===== src/rtl/i2cx_pkg.sv =====
// Shared types for the I2C master transfer length controller.
package i2cx_pkg;

    // Command codes presented to the byte-level bus engine.
    typedef enum logic [1:0] {
        CMD_START = 2'd0,
        CMD_WRITE = 2'd1,
        CMD_READ  = 2'd2,
        CMD_STOP  = 2'd3
    } eng_cmd_e;

    // Sequencer states.
    typedef enum logic [3:0] {
        S_IDLE,
        S_START,
        S_ADR_HI,
        S_ADR_LO,
        S_RESTART,
        S_ADR_RD,
        S_DECIDE,
        S_TXWAIT,
        S_TXBYTE,
        S_RXBYTE,
        S_TCWAIT,
        S_RLWAIT,
        S_STOP
    } seq_state_e;

    // Sticky flag positions, shared by the flag bank and the clear vector.
    localparam int FL_NACK = 0;
    localparam int FL_STOP = 1;
    localparam int FL_ARLO = 2;
    localparam int FL_BERR = 3;
    localparam int FL_OVR  = 4;
    localparam int NFLAG   = 5;

    localparam int DW = 8;   // data byte width
    localparam int AW = 10;  // widest address

endpackage


===== src/rtl/i2cx_byte_count.sv =====
// Down-counter for the bytes left in the current chunk.
// Assumes load and dec are never asserted in the same cycle.
module i2cx_byte_count #(
    parameter int CW = 8
) (
    input  logic          clk,
    input  logic          rst_n,
    input  logic          load,
    input  logic [CW-1:0] load_val,
    input  logic          dec,
    output logic          is_zero,
    output logic          is_one
);
    localparam logic [CW-1:0] ONE = CW'(1);

    logic [CW-1:0] count;

    // Load a fresh chunk size or count one byte off.
    always_ff @(posedge clk) begin
        if (!rst_n)       count <= '0;
        else if (load)    count <= load_val;
        else if (dec)     count <= count - ONE;
    end

    assign is_zero = (count == '0);
    assign is_one  = (count == ONE);
endmodule


===== src/rtl/i2cx_status.sv =====
// Sticky event flags and the receive holding register.
// Assumes an event and its clear bit in the same cycle resolve to set.
module i2cx_status
    import i2cx_pkg::*;
(
    input  logic             clk,
    input  logic             rst_n,
    input  logic             ev_nack,
    input  logic             ev_stop,
    input  logic             ev_arlo,
    input  logic             ev_berr,
    input  logic             rx_cap,
    input  logic [DW-1:0]    rx_byte,
    input  logic             rx_rd,
    input  logic [NFLAG-1:0] clr,
    output logic [NFLAG-1:0] sticky,
    output logic             rxne,
    output logic [DW-1:0]    rx_data
);
    logic [NFLAG-1:0] ev;

    // Gather the set events in flag-index order.
    always_comb begin
        ev          = '0;
        ev[FL_NACK] = ev_nack;
        ev[FL_STOP] = ev_stop;
        ev[FL_ARLO] = ev_arlo;
        ev[FL_BERR] = ev_berr;
        ev[FL_OVR]  = rx_cap && rxne && !rx_rd;
    end

    // One set-dominant sticky bit per flag.
    for (genvar i = 0; i < NFLAG; i++) begin : g_flag
        always_ff @(posedge clk) begin
            if (!rst_n) sticky[i] <= 1'b0;
            else        sticky[i] <= ev[i] | (sticky[i] & ~clr[i]);
        end
    end

    // Hold the last received byte and its not-empty status.
    always_ff @(posedge clk) begin
        if (!rst_n) begin
            rxne    <= 1'b0;
            rx_data <= '0;
        end else if (rx_cap) begin
            rxne    <= 1'b1;
            rx_data <= rx_byte;
        end else if (rx_rd) begin
            rxne    <= 1'b0;
        end
    end
endmodule


===== src/rtl/i2cx_seq.sv =====
// Transfer sequencer: START, address phase, byte loop, end-of-chunk choice.
// Assumes the engine answers each command with exactly one of done,
// arb_lost or bus_err, and that arb_lost / bus_err only occur while busy.
module i2cx_seq
    import i2cx_pkg::*;
(
    input  logic          clk,
    input  logic          rst_n,
    input  logic [AW-1:0] cfg_addr,
    input  logic          cfg_ten_bit,
    input  logic          cfg_read,
    input  logic          cfg_reload,
    input  logic          cfg_autoend,
    input  logic          start_req,
    input  logic          stop_req,
    input  logic          nbytes_load,
    input  logic [DW-1:0] tx_data,
    input  logic          tx_wr,
    input  logic          eng_done,
    input  logic          eng_nack,
    input  logic          eng_arb_lost,
    input  logic          eng_bus_err,
    input  logic          cnt_zero,
    input  logic          cnt_one,
    output logic          cnt_load,
    output logic          cnt_dec,
    output logic          ev_nack,
    output logic          ev_stop,
    output logic          ev_arlo,
    output logic          ev_berr,
    output logic          rx_cap,
    output logic          busy,
    output logic          txis,
    output logic          tc,
    output logic          tcr,
    output logic          eng_cmd_valid,
    output logic [1:0]    eng_cmd,
    output logic [DW-1:0] eng_wdata,
    output logic          eng_ack_out
);
    localparam logic [4:0] HDR10 = 5'b11110;

    seq_state_e    state;
    logic [AW-1:0] l_addr;
    logic          l_ten, l_rd, l_reload, l_autoend;
    logic [DW-1:0] l_wdata;
    logic          aborted, wr_phase, start_go, reload_go, done_ok;

    // Abort and handshake qualifiers.
    always_comb begin
        ev_arlo   = eng_arb_lost && (state != S_IDLE);
        ev_berr   = eng_bus_err && (state != S_IDLE) && !eng_arb_lost;
        aborted   = ev_arlo || ev_berr;
        done_ok   = eng_done && !aborted;
        wr_phase  = (state == S_ADR_HI) || (state == S_ADR_LO) ||
                    (state == S_ADR_RD) || (state == S_TXBYTE);
        start_go  = start_req && !aborted &&
                    ((state == S_IDLE) || (state == S_TCWAIT));
        reload_go = nbytes_load && !aborted && (state == S_RLWAIT);
        ev_nack   = done_ok && eng_nack && wr_phase;
        ev_stop   = done_ok && (state == S_STOP);
        rx_cap    = done_ok && (state == S_RXBYTE);
        cnt_load  = start_go || reload_go;
        cnt_dec   = done_ok && (((state == S_TXBYTE) && !eng_nack) ||
                                 (state == S_RXBYTE));
    end

    // State register and latched transfer settings.
    always_ff @(posedge clk) begin
        if (!rst_n) begin
            state     <= S_IDLE;
            l_addr    <= '0;
            l_ten     <= 1'b0;
            l_rd      <= 1'b0;
            l_reload  <= 1'b0;
            l_autoend <= 1'b0;
            l_wdata   <= '0;
        end else if (aborted) begin
            state     <= S_IDLE;
        end else begin
            if (start_go) begin
                l_addr    <= cfg_addr;
                l_ten     <= cfg_ten_bit;
                l_rd      <= cfg_read;
                l_reload  <= cfg_reload;
                l_autoend <= cfg_autoend;
            end
            if (reload_go) begin
                l_reload  <= cfg_reload;
                l_autoend <= cfg_autoend;
            end
            case (state)
                S_IDLE:    if (start_go) state <= S_START;
                S_START:   if (eng_done) state <= S_ADR_HI;
                S_ADR_HI:  if (eng_done)
                               state <= eng_nack ? S_STOP :
                                        (l_ten ? S_ADR_LO : S_DECIDE);
                S_ADR_LO:  if (eng_done)
                               state <= eng_nack ? S_STOP :
                                        (l_rd ? S_RESTART : S_DECIDE);
                S_RESTART: if (eng_done) state <= S_ADR_RD;
                S_ADR_RD:  if (eng_done) state <= eng_nack ? S_STOP : S_DECIDE;
                S_DECIDE:
                    if (!cnt_zero)      state <= l_rd ? S_RXBYTE : S_TXWAIT;
                    else if (l_reload)  state <= S_RLWAIT;
                    else if (l_autoend) state <= S_STOP;
                    else                state <= S_TCWAIT;
                S_TXWAIT:  if (tx_wr) begin
                               l_wdata <= tx_data;
                               state   <= S_TXBYTE;
                           end
                S_TXBYTE:  if (eng_done) state <= eng_nack ? S_STOP : S_DECIDE;
                S_RXBYTE:  if (eng_done) state <= S_DECIDE;
                S_TCWAIT:  if (start_go)      state <= S_START;
                           else if (stop_req) state <= S_STOP;
                S_RLWAIT:  if (reload_go) state <= S_DECIDE;
                S_STOP:    if (eng_done) begin
                               state    <= S_IDLE;
                               l_reload <= 1'b0;
                           end
                default:   state <= S_IDLE;
            endcase
        end
    end

    // Engine command decode and software-visible status.
    always_comb begin
        busy          = (state != S_IDLE);
        txis          = (state == S_TXWAIT);
        tc            = (state == S_TCWAIT);
        tcr           = (state == S_RLWAIT);
        eng_cmd_valid = wr_phase || (state == S_START) || (state == S_RESTART) ||
                        (state == S_RXBYTE) || (state == S_STOP);
        eng_ack_out   = (state == S_RXBYTE) && cnt_one && !l_reload;
        case (state)
            S_START, S_RESTART: eng_cmd = CMD_START;
            S_STOP:             eng_cmd = CMD_STOP;
            S_RXBYTE:           eng_cmd = CMD_READ;
            default:            eng_cmd = CMD_WRITE;
        endcase
        case (state)
            S_ADR_HI: eng_wdata = l_ten ? {HDR10, l_addr[9:8], 1'b0}
                                        : {l_addr[6:0], l_rd};
            S_ADR_LO: eng_wdata = l_addr[7:0];
            S_ADR_RD: eng_wdata = {HDR10, l_addr[9:8], 1'b1};
            S_TXBYTE: eng_wdata = l_wdata;
            default:  eng_wdata = '0;
        endcase
    end
endmodule


===== src/rtl/i2cx_xfer_ctrl.sv =====
// Top level: I2C master transfer length controller.
// Wires the sequencer, the chunk byte counter and the flag bank together.
// Assumes a byte-level engine that handles all bit timing.
module i2cx_xfer_ctrl
    import i2cx_pkg::*;
#(
    parameter int CW = 8
) (
    input  logic          clk,
    input  logic          rst_n,
    input  logic [9:0]    cfg_addr,
    input  logic          cfg_ten_bit,
    input  logic          cfg_read,
    input  logic [CW-1:0] cfg_nbytes,
    input  logic          cfg_reload,
    input  logic          cfg_autoend,
    input  logic          start_req,
    input  logic          stop_req,
    input  logic          nbytes_load,
    input  logic [7:0]    tx_data,
    input  logic          tx_wr,
    output logic [7:0]    rx_data,
    input  logic          rx_rd,
    input  logic [4:0]    flag_clr,
    output logic          busy,
    output logic          txis,
    output logic          rxne,
    output logic          tc,
    output logic          tcr,
    output logic          nack_flag,
    output logic          stop_flag,
    output logic          arlo_flag,
    output logic          berr_flag,
    output logic          ovr_flag,
    output logic          eng_cmd_valid,
    output logic [1:0]    eng_cmd,
    output logic [7:0]    eng_wdata,
    output logic          eng_ack_out,
    input  logic          eng_done,
    input  logic [7:0]    eng_rdata,
    input  logic          eng_nack,
    input  logic          eng_arb_lost,
    input  logic          eng_bus_err
);
    logic cnt_load, cnt_dec, cnt_zero, cnt_one;
    logic ev_nack, ev_stop, ev_arlo, ev_berr, rx_cap;
    logic [NFLAG-1:0] sticky;

    i2cx_byte_count #(.CW(CW)) u_cnt (
        .clk(clk), .rst_n(rst_n), .load(cnt_load), .load_val(cfg_nbytes),
        .dec(cnt_dec), .is_zero(cnt_zero), .is_one(cnt_one)
    );

    i2cx_seq u_seq (
        .clk(clk), .rst_n(rst_n), .cfg_addr(cfg_addr), .cfg_ten_bit(cfg_ten_bit),
        .cfg_read(cfg_read), .cfg_reload(cfg_reload), .cfg_autoend(cfg_autoend),
        .start_req(start_req), .stop_req(stop_req), .nbytes_load(nbytes_load),
        .tx_data(tx_data), .tx_wr(tx_wr), .eng_done(eng_done), .eng_nack(eng_nack),
        .eng_arb_lost(eng_arb_lost), .eng_bus_err(eng_bus_err),
        .cnt_zero(cnt_zero), .cnt_one(cnt_one), .cnt_load(cnt_load), .cnt_dec(cnt_dec),
        .ev_nack(ev_nack), .ev_stop(ev_stop), .ev_arlo(ev_arlo), .ev_berr(ev_berr),
        .rx_cap(rx_cap), .busy(busy), .txis(txis), .tc(tc), .tcr(tcr),
        .eng_cmd_valid(eng_cmd_valid), .eng_cmd(eng_cmd), .eng_wdata(eng_wdata),
        .eng_ack_out(eng_ack_out)
    );

    i2cx_status u_stat (
        .clk(clk), .rst_n(rst_n), .ev_nack(ev_nack), .ev_stop(ev_stop),
        .ev_arlo(ev_arlo), .ev_berr(ev_berr), .rx_cap(rx_cap), .rx_byte(eng_rdata),
        .rx_rd(rx_rd), .clr(flag_clr), .sticky(sticky), .rxne(rxne), .rx_data(rx_data)
    );

    assign nack_flag = sticky[FL_NACK];
    assign stop_flag = sticky[FL_STOP];
    assign arlo_flag = sticky[FL_ARLO];
    assign berr_flag = sticky[FL_BERR];
    assign ovr_flag  = sticky[FL_OVR];
endmodule


===== config.mk =====
export PLATFORM = sky130hd
export DESIGN_NAME = i2cx_xfer_ctrl
export DESIGN_NICKNAME = d
export VERILOG_FILES = /design/src/rtl/i2cx_pkg.sv /design/src/rtl/i2cx_byte_count.sv /design/src/rtl/i2cx_status.sv /design/src/rtl/i2cx_seq.sv /design/src/rtl/i2cx_xfer_ctrl.sv
export SDC_FILE = /design/constraint.sdc
export NUM_CORES = 1
export LEC_CHECK = 0
export BUFFER_PORTS_ARGS = -buffer_cell sky130_fd_sc_hd__clkbuf_2
export CAP_MARGIN = 0
export CORE_ASPECT_RATIO = 1.2
export CORE_MARGIN = 10
export CORE_UTILIZATION = 56
export CTS_CLUSTER_DIAMETER = 30
export CTS_CLUSTER_SIZE = 30
export DETAILED_ROUTE_END_ITERATION = 16
export GPL_ROUTABILITY_DRIVEN = 0
export PLACE_DENSITY_LB_ADDON = 0.25
export SYNTH_ARGS = -nofsm -noshare
export SYNTH_HDL_FRONTEND = slang
export SYNTH_HIERARCHICAL = 1
export SYNTH_SLANG_ARGS = --single-unit

===== constraint.sdc =====
create_clock -name clk -period 5.7 [get_ports clk]
set_clock_uncertainty 0.2 [all_clocks]
set_input_delay 0.285 -clock clk [delete_from_list [all_inputs] [get_ports clk]]
set_output_delay 0.285 -clock clk [all_outputs]
set_load 0.02 [all_outputs]

After elaboration in Yosys (flattened, before gate mapping) --
Index checks and enable logic that the tools add are counted. W data, S select, Z words.
Storage, ports and cells: output and inout bits 30, input port bits 54, bits in registers 48
Cells by class: eq/ne operators 24, bitwise logic cells 17, mux-type cells 35, add/subtract/negate cells 1, reduce and logical (&&, ||, !) cells 47
Operators with widths (number):
- $mux W4 | 18
- $pmux W4 S12 | 1
- $pmux W8 S4 | 1
- $mux W8 | 3
- $eq A4 B4 Y1 const B | 5
- $logic_and A1 B1 Y1 | 18
- $eq A4 B3 Y1 const B | 4
- $ne A2 B2 Y1 const B | 7
- $logic_or A1 B1 Y1 | 11
- $reduce_and A11 Y1 | 1
- $eq A4 B2 Y1 const B | 2
- $eq A8 B1 Y1 const B | 1
- $logic_not A8 Y1 | 1
- $mux W1 | 8
- $sub A8 B1 Y8 const B | 1
- $not A1 Y1 | 7
- $mux W3 | 2
- $ne A2 B1 Y1 const B | 3
- $pmux W2 S3 | 1
- $reduce_bool A2 Y1 | 3
- $reduce_or A2 Y1 | 3
- $and A1 B1 Y1 | 5
- $logic_not A1 Y1 | 5
- $or A1 B1 Y1 | 5
- 7 further kinds | 8

Depth between registers and ports, before layout --
depth after elaboration 11, gate-level depth with buffers 9, gate-level depth less buffers 8

Modules after synthesis --
The synthesis kept the hierarchy.
By module, submodules not included:
- i2cx_seq | cells an instance 226, times used 1, area an instance 1803.0 um^2, seq. area each 520.5 um^2
- i2cx_byte_count | cells an instance 60, times used 1, area an instance 519.2 um^2, seq. area each 160.2 um^2
- i2cx_status | cells an instance 44, times used 1, area an instance 513.0 um^2, seq. area each 280.3 um^2

Least setup slack after synthesis --
Ideal clock, no wire load.
kind reg-to-reg, start reg u_seq.state[3], end reg u_cnt.count[4], arrival 2.527 ns, buffers on the path 1, required time 5.426 ns, cell stages (with the launch flop) 10, path slack 2.899 ns, cells stage by stage dfxtp_1 > nor4_4 > inv_2 > o21ai_2 > nand2_1 > a2111oi_0 > buf_6 > nand2_1 > or4_2 > a31oi_1
On the way: elaborated cells between the ends (all ways) 23, classes of those cells 4 x eq/ne; 1 x mux; 18 x reduce/logical
RTL lines:
- from (decl) | RTL line i2cx_seq.sv:43 | seq_state_e state;
- from (signal assigned) | RTL line i2cx_seq.sv:96 | state <= eng_nack ? S_STOP :
- from (signal assigned) | RTL line i2cx_seq.sv:99 | state <= eng_nack ? S_STOP :
- from (signal assigned) | RTL line i2cx_seq.sv:102 | S_ADR_RD: if (eng_done) state <= eng_nack ? S_STOP : S_DECIDE;
- $reduce_bool A4 Y1 (*)
- via busy | RTL line i2cx_xfer_ctrl.sv:25 | output logic busy,
- $logic_and A1 B1 Y1 (2 in series) | RTL line i2cx_seq.sv:52 | ev_berr = eng_bus_err && (state != S_IDLE) && !eng_arb_lost;
- $logic_or A1 B1 Y1 (*) | RTL line i2cx_seq.sv:53 | aborted = ev_arlo || ev_berr;
- $logic_not A1 Y1 (*) | RTL line i2cx_seq.sv:54, i2cx_seq.sv:57, i2cx_seq.sv:59
- $logic_and A1 B1 Y1 (*) | RTL line i2cx_seq.sv:54 | done_ok = eng_done && !aborted;
- $logic_and A1 B1 Y1 (*) | RTL line i2cx_seq.sv:64 | cnt_dec = done_ok && (((state == S_TXBYTE) && !eng_nack) ||
- via cnt_dec | RTL line i2cx_xfer_ctrl.sv:45 | logic cnt_load, cnt_dec, cnt_zero, cnt_one;
- $reduce_bool A2 Y1 (no line) (*)
- to (signal assigned) | RTL line i2cx_byte_count.sv:21 | else if (load) count <= load_val;
- to (signal assigned) | RTL line i2cx_byte_count.sv:22 | else if (dec) count <= count - ONE;
- to (decl) | RTL line i2cx_byte_count.sv:16 | logic [CW-1:0] count;
The timed path passes the listed nets; every way through them passes the cells marked *. A chain may end at the register's enable or synchronous reset.

Worst setup path after layout --
start reg u_seq.state[0], end reg u_cnt.count[4]
On the way: elaborated cells between the ends (all ways) 23, classes of those cells 4 x eq/ne; 1 x mux; 18 x reduce/logical
RTL lines (RTL line):
- $reduce_bool A4 Y1 | i2cx_seq.sv:51, i2cx_seq.sv:52
- $logic_and A1 B1 Y1 (2 in series) | i2cx_seq.sv:52
- $logic_or A1 B1 Y1 | i2cx_seq.sv:53
- $logic_not A1 Y1 | i2cx_seq.sv:54
- $logic_and A1 B1 Y1 | i2cx_seq.sv:54
- $logic_and A1 B1 Y1 (*) | i2cx_seq.sv:64
- via cnt_dec | i2cx_xfer_ctrl.sv:45
- $reduce_bool A2 Y1 (no line) (*)
Marked as above.

==> results.json <==
{
  "overflow": 0,
  "grt_pass1_vias": 2694,
  "rsz0062_at_grt": "false",
  "drive_above_1_share_pct": 27.2,
  "rows": 28,
  "p_comb_share_pct": 43.7,
  "p_total_mw": 1.24,
  "synth_cells": 330,
  "fin_tns_setup_ps": 0,
  "netlist_top_cells_area": "dfxtp_1 34%, mux2i_1 11%, nor2b_1 7.9%",
  "critPathLaunchType": "flop",
  "ys_async_sr_fraction_pct": 0,
  "critPathArrivalTime_ps": 3360,
  "synth_top_cell_by_area": "dfxtp_1",
  "die_y_um": 97.9,
  "place_area_sq_um": 3240,
  "hp-class": "primary input to flop",
  "power.density_nw_per_um2": 371,
  "wl_per_cell_um": 16.8,
  "ys_seq_area_share_pct": 33.9,
  "vias": 2708,
  "synth_cell_types": 62,
  "yosys_warnings": 6,
  "clock_sinks": 48,
  "cts_made_buffers": 5,
  "final_nets": 462,
  "critical_path_class": "flop to flop",
  "worstPathRequired_ps": 5740,
  "whs_ps": 33.5,
  "antenna_found_initial": 0,
  "syn-num-nets": 387,
  "start_util_pct": 57.8,
  "cts-root-buf": "clkbuf_8",
  "hp-start": "cfg_addr[8]",
  "switching_share_pct": 41.9,
  "end_kind": "flop",
  "fmax_mhz": 301,
  "setup_viol": 0,
  "die-area_sq_um": 8320,
  "hold_viol": 0,
  "cts_tree": "yes",
  "r2r_start": "u_seq/state[0]$_SDFFE_PP0P_",
  "dr.pass1.iters": 5,
  "insertion_delay_ps": 300,
  "power_frac_seq_pct": 39.1,
  "grt_usage_pct": 18.0,
  "cp-startpoint": "u_seq/state[0]$_SDFFE_PP0P_",
  "synth_top_area_share_pct": 33.9,
  "finalNonFillerCells": 465,
  "synth-edff-count": 0,
  "final.min_clock_period_ps": 3320,
  "tightest_slew_ps": 1010,
  "drtAntennaViolNets": 0,
  "cap_violations": 0,
  "num_io_pins": 84,
  "clkPwrFrac_pct": 17.2,
  "ctsHoldBuffers": 0,
  "drc_errors": 0,
  "grt_pass1_wl_mm": 12.8,
  "placedCellCount": 458,
  "max-vdd-ir-drop_uv": 235,
  "finalInstanceArea_sq_um": 3330,
  "clk_pin_slew_worst_paths_ps": 90,
  "cp_max_fo": 31,
  "nFillCells": 440,
  "drv_slew": 0,
  "fin_crit_sh_pct": 58.3,
  "p_int_uw": 719,
  "netlist_area_sq_um": 2840,
  "fin_util_pct": 67.9,
  "switchingPower_uw": 518,
  "fin_ws_ps": 2380,
  "coreArea_sq_um": 4900,
  "viasPerCell": 5.82,
  "slew_headroom_pct": 32.6,
  "cts_resized": 0,
  "area_delta_synth_final_pct": 17.5,
  "die_w_um": 85.0,
  "postRouteWirelength_mm": 7.82,
  "post_cts_buffers": 0,
  "drt_iter0_drc": 243,
  "port-buffer-count": 83,
  "dp_hpwl_mm": 5.87,
  "synthFlopType": "dfxtp_1",
  "h-tree-depth": 2,
  "grt_max_degree": 49,
  "p_leak_nw": 1.49,
  "syn_avg_cell_area_sq_um": 8.59,
  "status": "complete, no violations",
  "clk_path_buf_depth": 2,
  "ys_ff_latch": 48,
  "dp_slack_ps": 2500,
  "diodes": 0
}
critical path, stage by stage, from the launching register on:
cell,delay [ps]
dfxtp_1,640
nor4_4,500
inv_2,110
o21ai_2,110
nand2_1,160
a2111oi_1,440
buf_4,240
nand2_1,120
or4_2,550
a31oi_1,170
cell usage after synthesis (2+ instances only):
master,count
nor4_1,4
a31oi_1,5
mux2i_1,32
dfxtp_1,48
buf_6,5
ha_1,3
o21ai_2,2
o21ai_0,18
a32oi_1,4
a31o_2,2
xnor2_1,4
a21oi_1,13
nand2b_1,8
nand2_1,23
nor4b_1,3
nand4_1,2
and2_1,2
o32ai_1,2
o211ai_1,2
nor2b_1,36
o21ai_1,6
and3b_1,3
a2111oi_0,2
inv_1,12
nand3_1,2
buf_2,7
buf_1,2
clkbuf_1,3
nor2_1,26
nor3b_1,5
a211oi_1,3
o31ai_1,2
a21o_1,4
o21a_1,7
routing by layer:
layer  global-route usage (%)  wire length [um]  vias up
met1                     21.4              3240     1265
met5                        0                 0        -
met3                     4.41               485       11
met2                     30.7              3980      104
li1                         -                 -     1328
met4                     5.46               104        0
registers in the layout, indices dropped and copies added (netlist names):
name	count
u_cnt/count	8
u_stat/sticky	5
u_seq/l_addr	10
u_seq/l_rd	1
u_seq/l_reload	1
u_stat/rx_data	8
u_stat/rxne	1
u_seq/l_ten	1
u_seq/l_autoend	1
u_seq/state	4
u_seq/l_wdata	8
cell type report:
class / instances / area [sq um] / share of cell area [%]
multi-input combinational: 250 / 1710 / 51.3
sequential: 48 / 961 / 28.8
timing repair buffer: 87 / 445 / 13.4
clock buffer: 6 / 82.6 / 2.48
tap: 60 / 75.1 / 2.25
inverter: 13 / 48.8 / 1.46
clock inverter: 1 / 8.76 / 0.263
power by group through the flow:
stage	Clock (mW)	Combinational, mW	Sequential, mW
final	0.213	0.541	0.483
after global routing	0.232	0.596	0.491
after CTS	0.217	0.535	0.479
after detailed placement	0	0.532	0.486
after global placement	0	0.520	0.482
after floorplan	0	0.435	0.458
layout by cell type (no fill, tap or decap), types with 2 or more instances in the layout:
cell type   n
clkbuf_2   83
dfxtp_1    48
nor2b_1    36
mux2i_1    32
nor2_1     26
nand2_1    23
o21ai_0    18
a21oi_1    13
inv_1      12
nand2b_1    8
o21a_1      7
clkbuf_8    6
o21ai_1     6
nor3b_1     5
a31oi_1     5
xnor2_1     4
buf_4       4
a32oi_1     4
a21o_1      4
nor4b_1     3
ha_1        3
nor4_1      3
and3b_1     3
a211oi_1    3
o211ai_1    2
and2_1      2
nand3_1     2
nand4_1     2
a31o_2      2
o31ai_1     2
o32ai_1     2
o21ai_2     2
worst paths after layout:
path / endpoint / slack, ps / depth (start not counted)
worst max-delay path: u_cnt/count[4]$_SDFFE_PN0P_ / 2380 / 9
worst min register to register: u_stat/rx_data[3]$_SDFFE_PN0P_ / 330 / 2
worst max register to register: u_cnt/count[4]$_SDFFE_PN0P_ / 2380 / 9
worst min-delay path: u_seq/l_addr[8]$_SDFFE_PN0P_ / 30 / 3
logic make-up after synthesis:
group / after synthesis / synth area share [%]
AO/OA/AOI/OAI: 81 / 19.6
AND/OR/NAND/NOR: 129 / 26.3
XOR/XNOR: 4 / 1.24
buffers and inverters: 32 / 6.05
flip-flops: 48 / 33.9
multiplexers: 33 / 11.7
adder cells (fa/ha/maj): 3 / 1.32
Power figures use the tool's default switching activity.
